File: config.mk
export PLATFORM = sky130hd
export DESIGN_NAME = hib_latch_ctrl
export DESIGN_NICKNAME = d
export VERILOG_FILES = /design/src/rtl/hib_pkg.sv /design/src/rtl/hib_tick_div.sv /design/src/rtl/hib_hold_qual.sv /design/src/rtl/hib_latch_ctrl.sv
export SDC_FILE = /design/constraint.sdc
export NUM_CORES = 1
export LEC_CHECK = 0
export BUFFER_PORTS_ARGS = -buffer_cell sky130_fd_sc_hd__clkbuf_2
export CORE_MARGIN = 3
export CORE_UTILIZATION = 40
export DETAILED_ROUTE_END_ITERATION = 8
export MAX_ROUTING_LAYER = met4
export SYNTH_ARGS = -nofsm -noshare
export SYNTH_HDL_FRONTEND = slang
export SYNTH_HIERARCHICAL = 1
export SYNTH_SLANG_ARGS = --single-unit
File: constraint.sdc
create_clock -name clk -period 5.6 [get_ports clk]
set_clock_uncertainty 0.2 [all_clocks]
set_input_delay 1.12 -clock clk [delete_from_list [all_inputs] [get_ports clk]]
set_output_delay 1.12 -clock clk [all_outputs]
set_load 0.01 [all_outputs]
File: src/rtl/hib_pkg.sv
package hib_pkg;

    // Registered control state of the latch controller.
    typedef struct packed {
        logic latched;   // hibernate override active
        logic armed;     // a qualified hold may set the latch
        logic sw;        // registered switch drive
    } hib_ctrl_t;

    localparam hib_ctrl_t HIB_CTRL_RST = '{latched: 1'b0, armed: 1'b1, sw: 1'b0};

endpackage

File: src/rtl/hib_tick_div.sv
// Prescaler that produces a tick every TICK_DIV consecutive samples of run;
// it restarts whenever run is sampled low.
module hib_tick_div #(
    parameter int unsigned TICK_DIV = 1
) (
    input  logic clk,
    input  logic rst_n,
    input  logic run,
    output logic tick
);
    localparam int unsigned PW = (TICK_DIV > 1) ? $clog2(TICK_DIV) : 1;
    localparam logic [PW-1:0] LAST = PW'(TICK_DIV - 1);

    logic [PW-1:0] pre_d, pre_q;

    always_comb begin
        tick  = run && (pre_q == LAST);
        pre_d = pre_q;
        if (!run) begin
            pre_d = '0;
        end else if (pre_q == LAST) begin
            pre_d = '0;
        end else begin
            pre_d = pre_q + 1'b1;
        end
    end

    always_ff @(posedge clk or negedge rst_n) begin
        if (!rst_n) begin
            pre_q <= '0;
        end else begin
            pre_q <= pre_d;
        end
    end

endmodule

File: src/rtl/hib_hold_qual.sv
// Counts prescaler ticks of an unbroken high run; pulses hit on the tick that
// completes HOLD_TICKS, then saturates so a held request fires only once.
module hib_hold_qual #(
    parameter int unsigned HOLD_TICKS = 1049
) (
    input  logic clk,
    input  logic rst_n,
    input  logic run,
    input  logic tick,
    output logic hit
);
    localparam int unsigned CW = $clog2(HOLD_TICKS + 1);
    localparam logic [CW-1:0] FULL = CW'(HOLD_TICKS);
    localparam logic [CW-1:0] PENULT = CW'(HOLD_TICKS - 1);

    logic [CW-1:0] cnt_d, cnt_q;

    always_comb begin
        hit   = run && tick && (cnt_q == PENULT);
        cnt_d = cnt_q;
        if (!run) begin
            cnt_d = '0;
        end else if (tick && (cnt_q != FULL)) begin
            cnt_d = cnt_q + 1'b1;
        end
    end

    always_ff @(posedge clk or negedge rst_n) begin
        if (!rst_n) begin
            cnt_q <= '0;
        end else begin
            cnt_q <= cnt_d;
        end
    end

endmodule

File: src/rtl/hib_latch_ctrl.sv
module hib_latch_ctrl
    import hib_pkg::*;
#(
    parameter int unsigned TICK_DIV   = 1,
    parameter int unsigned HOLD_TICKS = 1049
) (
    input  logic clk,
    input  logic rst_n,
    input  logic hib_req,
    input  logic wake_n,
    input  logic cell_ok,
    output logic switch_close
);
    localparam int unsigned HOLD_CYCLES = TICK_DIV * HOLD_TICKS;

    logic      tick;
    logic      hold_hit;
    hib_ctrl_t ctrl_d, ctrl_q;

    // Observation points for the bound checker.
    logic        latched_w;
    logic [31:0] hold_len;

    hib_tick_div #(.TICK_DIV(TICK_DIV)) u_div (
        .clk   (clk),
        .rst_n (rst_n),
        .run   (hib_req),
        .tick  (tick)
    );

    hib_hold_qual #(.HOLD_TICKS(HOLD_TICKS)) u_qual (
        .clk   (clk),
        .rst_n (rst_n),
        .run   (hib_req),
        .tick  (tick),
        .hit   (hold_hit)
    );

    always_comb begin
        ctrl_d = ctrl_q;

        // Re-arm only on a low request sample; a clear during a high
        // request disarms until then.
        if (!hib_req) begin
            ctrl_d.armed = 1'b1;
        end else if (!wake_n) begin
            ctrl_d.armed = 1'b0;
        end

        // Clear has priority over a completing hold.
        if (!wake_n) begin
            ctrl_d.latched = 1'b0;
        end else if (hold_hit && ctrl_q.armed) begin
            ctrl_d.latched = 1'b1;
        end

        ctrl_d.sw = !ctrl_q.latched && cell_ok;
    end

    always_ff @(posedge clk or negedge rst_n) begin
        if (!rst_n) begin
            ctrl_q <= HIB_CTRL_RST;
        end else begin
            ctrl_q <= ctrl_d;
        end
    end

    assign switch_close = ctrl_q.sw;
    assign latched_w    = ctrl_q.latched;
    assign hold_len     = 32'(HOLD_CYCLES);

endmodule

# Word level (Yosys, flattened, before mapping)
# Cells that the tools add are included.
word_totals:
  ff_bits: 15
  word_cells: 28
classes:
  n_addsub: 2
  eq_ne: 5
  n_mux: 8
  n_bitwise: 1
  n_reduce_logical: 7
op_table:
  columns: ["op", "count"]
  rows:
  - ["2-to-1 mux 11 bit", 2]
  - ["adder 11 x 1 -> 11 bit (second input constant)", 1]
  - ["== test 11 bit (second input constant)", 1]
  - ["inequality test 11 bit (second input constant)", 1]
  - ["logical AND 1 bit", 6]
  - ["2-to-1 mux 1 bit", 6]
  - ["inequality test 2 x 1 -> 1 bit (second input constant)", 2]
  - ["inequality test 2 bit (second input constant)", 1]
  - ["adder 1 bit (second input constant)", 1]
  - ["zero test 1 bit", 1]
  - ["inverter 1 bit", 1]

# Logic depth before layout (Yosys ltp)
logic_depth:
  ltp_word: 7
  depth_mapped: 6
  mapped_depth_nobuf: 6

# Cells and area by module
# Netlist, hierarchy kept.
modules_own_cells:
  columns: ["mod", "instances", "cells_each", "area_per_inst_um2", "seq_area_each_um2"]
  rows:
  - ["hib_hold_qual", 1, 70, 645.6, 275.3]
  - ["hib_latch_ctrl", 1, 8, 101.3, 76.3]
  - ["hib_tick_div", 1, 1, 7.5, 0.0]

# Worst setup path after synthesis
# No wires, ideal clock.
synth_timing:
  kind: "input to register"
  startpoint: "in hib_req"
  endpoint: "reg u_qual.cnt_q[9]"
  setup_ps: 80
  arrival_ps: 2092
  t_required_ps: 5320
  path_slack_ps: 3228
  path_stages: 4
  path_buffers: 1
  path_cell_list: "buf_4 > nand4_1 > or4_2 > a21oi_1"
synth_between:
  elab_chain_len: 3
  elab_cells_between_ends: 4
synth_rtl:
  columns: ["element", "line_no", "text"]
  rows:
  - ["start: declaration", "hib_latch_ctrl.sv:9", "input logic hib_req,"]
  - ["logical AND 1 bit", "hib_tick_div.sv:17", "tick = run && (pre_q == LAST);"]
  - ["logical AND 1 bit", "hib_hold_qual.sv:23", "end else if (tick && (cnt_q != FULL)) begin"]
  - ["inequality test 2 x 1 -> 1 bit (no line)", null, null]
  - ["end signal: assignment", "hib_hold_qual.sv:32", "cnt_q <= cnt_d;"]
  - ["end: declaration", "hib_hold_qual.sv:16", "logic [CW-1:0] cnt_d, cnt_q;"]
# Parallel ways exist; a longest one is shown, timed or not.
# A chain may end at the register's enable or synchronous reset.

# Final worst setup path
# Same ends and word-level chain as after synthesis.

==> flow_summary_export.csv <==
group,metric,value,unit
run_status,outcome,"finished, final reports clean",
worst_hold_path,holdPathEnd,"switch_close$_DFF_PN0_",
critical_path,r2r_slack,3630,ps
synthesis,synth_cells,79,
layout,multi_input_area,376.6,µm²
place,place_congestion,0.7875,
routing,wire_per_inst,13.24,µm
layout,syn_to_final_growth,10.28,%
cts,cts-htree-levels,1,
power,power.total,0.2043,mW
critical_path,cp_top_family,"simple AND/OR/NAND/NOR gates",
cts,cts_setup_buffers,0,
run,drv_cap,0,
synthesis,syn_area,754.5,µm²
timing,finalSetupViolCount,0,
floorplanning,coreArea,0.001745,mm²
grt,antenna_found_initial,0,
place,hpwl,1.036,mm
worst_hold_path,hold_path_depth,1,
floorplanning,die_w,49.43,µm
synthesis,synth.area.top_cells,"dfrtp_1 (43%), nand4_1 (5.8%), ha_1 (5.0%)",
synthesis,postSynth.asyncResetShare,1.000,
timing,timing.final.crit_share,0.4709,
timing,fmax,0.3792,GHz
timing,setup_tns,0,ps
grt,grt.overflow.total,0,
synthesis,synth-edff-count,0,
cts,clock-sinks,14,
critical_path,rr_startpoint,"u_qual/cnt_q[9]$_DFFE_PN0P_",
layout,antenna_cells,0,
floorplanning,die_h,49.43,µm
cts,cts_tree,"built",
floorplanning,ios,6,
cts,cts_made_buffers,3,
timing,worst_pin_slew,357.9,ps
layout,ff_latch_area,351.6,µm²
layout,postLayoutCellArea,832.0,µm²
grt,grt_pass1_wl,2.670,mm
layout,fin_nets,94,
routing,ant_nets,0,
grt,grt_pass1_vias,569,
layout,drive_gt1_frac,0.1529,
timing,rsz0062_at_grt,"false",
timing,finalHoldViolCount,0,
routing,vias,612,
routing,drc_errors,0,
routing,drt_pass1_iterations,4,
floorplanning,initial_core_util,0.4323,
critical_path,crit_arrival,2640,ps
cts,cts.clk_slew.worst_paths,90,ps
critical_path,slowest_delay,730,ps
cts,clk_latency,280,ps
timing,finalMaxSlewViolations,0,
synthesis,synth_top_area_frac,0.4312,
cts,cts.hold.buffers_added,0,
critical_path,timing.rr.end,"u_qual/cnt_q[1]$_DFFE_PN0P_",
synthesis,synth_common_cells,"dfrtp_1 (13), nand2_1 (9), a21oi_1 (7), nand4_1 (7)",
power,power_density,245.6,mW/mm²
synthesis,syn_nets,87,
critical_path,end_kind,"flip-flop",
routing,drtIter0Drc,13,
critical_path,start_kind,"input pin",
floorplanning,dieArea,0.002443,mm²
worst_hold_path,hp-class,"reg2reg",
critical_path,crit_slowest_cell,"or4_2",
timing,fin_crit,2637,ps
critical_path,cp_cell_sequence,"clkbuf_2, nand4_1, or4_2, a21oi_1",
grt,grt_usage,0.1495,
synthesis,ys_seq_area_frac,0.4660,
synthesis,yosys_register_bits,14,
routing,viasPerCell,5.564,
place,port_buffers,5,
synthesis,yosysTopAreaCell,"dfrtp_1",
floorplanning,num_rows,15,
synthesis,synthMostInstantiatedCell,"dfrtp_1",
power,p_leak,0.3221,nW
synthesis,synth_ff_type,"dfrtp_1",
layout,fill_cells,168,
synthesis,synthDistinctLibCells,24,
timing,relSlewSlack,0.7607,
grt,grt_max_degree,19,
critical_path,crit_path_max_fanout,18,
critical_path,worstPathRequired,5600,ps
synthesis,syn_avg_cell_area,9.550,µm²
cts,cts_resized,0,
cts,cts-root-buf,"clkbuf_4",
critical_path,r2r_cells,3,
synthesis,yosys_warnings,6,
routing,routed_wl,1.456,mm
critical_path,worst-path-buf-inv,1,
cts,clockBufferDepth,2,
place,placed_area,795.8,µm²
critical_path,crit_type,"in2reg",
power,peakVddDrop,0.1735,mV
worst_hold_path,holdCritStartpoint,"latched_w$_DFFE_PN0P_",
final cells by class:
type / count / share of cell area
repair buffers: 5 / 0.03008
multi-input cells: 59 / 0.4526
flip-flops and latches: 14 / 0.4226
clock buffers: 4 / 0.04361
well taps: 25 / 0.03759
inverters: 3 / 0.01353
flip-flops by register name, indices dropped and copies added, names as in the netlist:
register      cells
ctrl_q            1
u_qual/cnt_q     11
latched_w         1
switch_close      1
layout by cell type (no fill, tap or decap):
cell,Yosys,final
dfrtp_1,13,13
nand2_1,9,9
a21oi_1,7,7
nand4_1,7,7
clkbuf_2,0,5
or3_1,5,5
o21ai_0,5,5
nor2b_1,3,3
clkbuf_4,0,3
or4_1,3,3
ha_1,3,3
inv_1,2,2
or4b_4,2,2
nor3_1,2,2
xor2_1,2,2
nor2_1,2,2
a31oi_1,2,2
o2111ai_1,2,2
o31ai_1,2,2
clkbuf_8,0,1
dfstp_2,1,1
clkinv_1,1,1
nand3_1,1,1
o211ai_1,1,1
or4_2,1,1
worst max-delay path by stage:
stage,from,endpoint,slack (ps),depth (start not counted)
floorplan,hib_req,u_qual/cnt_q[9]$_DFFE_PN0P_,3230,4
global placement,hib_req,u_qual/cnt_q[9]$_DFFE_PN0P_,2700,4
detailed placement,hib_req,u_qual/cnt_q[9]$_DFFE_PN0P_,2660,4
CTS,hib_req,u_qual/cnt_q[9]$_DFFE_PN0P_,2970,4
global route,hib_req,u_qual/cnt_q[9]$_DFFE_PN0P_,2820,4
finish,hib_req,u_qual/cnt_q[9]$_DFFE_PN0P_,2960,4
layer usage:
metal | wire length [µm] | track usage | vias to the layer above
met5 | 0 | - | -
met4 | 14 | 0.04608 | 0
met3 | 59 | 0.05505 | 2
met2 | 654 | 0.2098 | 14
met1 | 727 | 0.2000 | 284
li1 | - | - | 312
per-stage QoR:
stage / instances / setup slack, ps / hold WS (ps) / util
after floorplan: 79 / 3228 / 203.2 / -
after global placement: 106 / 2704 / 237.4 / 0.4559
after detailed placement: 106 / 2663 / 235.9 / 0.4559
after CTS: 110 / 2972 / 249.2 / 0.4767
after global routing: 110 / 2822 / 277.8 / 0.4767
final: 110 / 2963 / 245.8 / 0.4767
cells by family after synthesis:
group	share of synthesized area
AND/OR/NAND/NOR	0.2769
AO/OA/AOI/OAI	0.1492
flip-flops	0.4660
buffers and inverters	0.03483
adder cells (fa/ha/maj)	0.04976
XOR/XNOR	0.02322
power by group:
part	switching, mW	total, mW	internal (mW)
logic	0.0133	0.0213	0.00801
clock network	0.0336	0.0731	0.0396
registers	0.00491	0.110	0.105
total	0.0518	0.204	0.153
(Power assumes the default switching activity.)
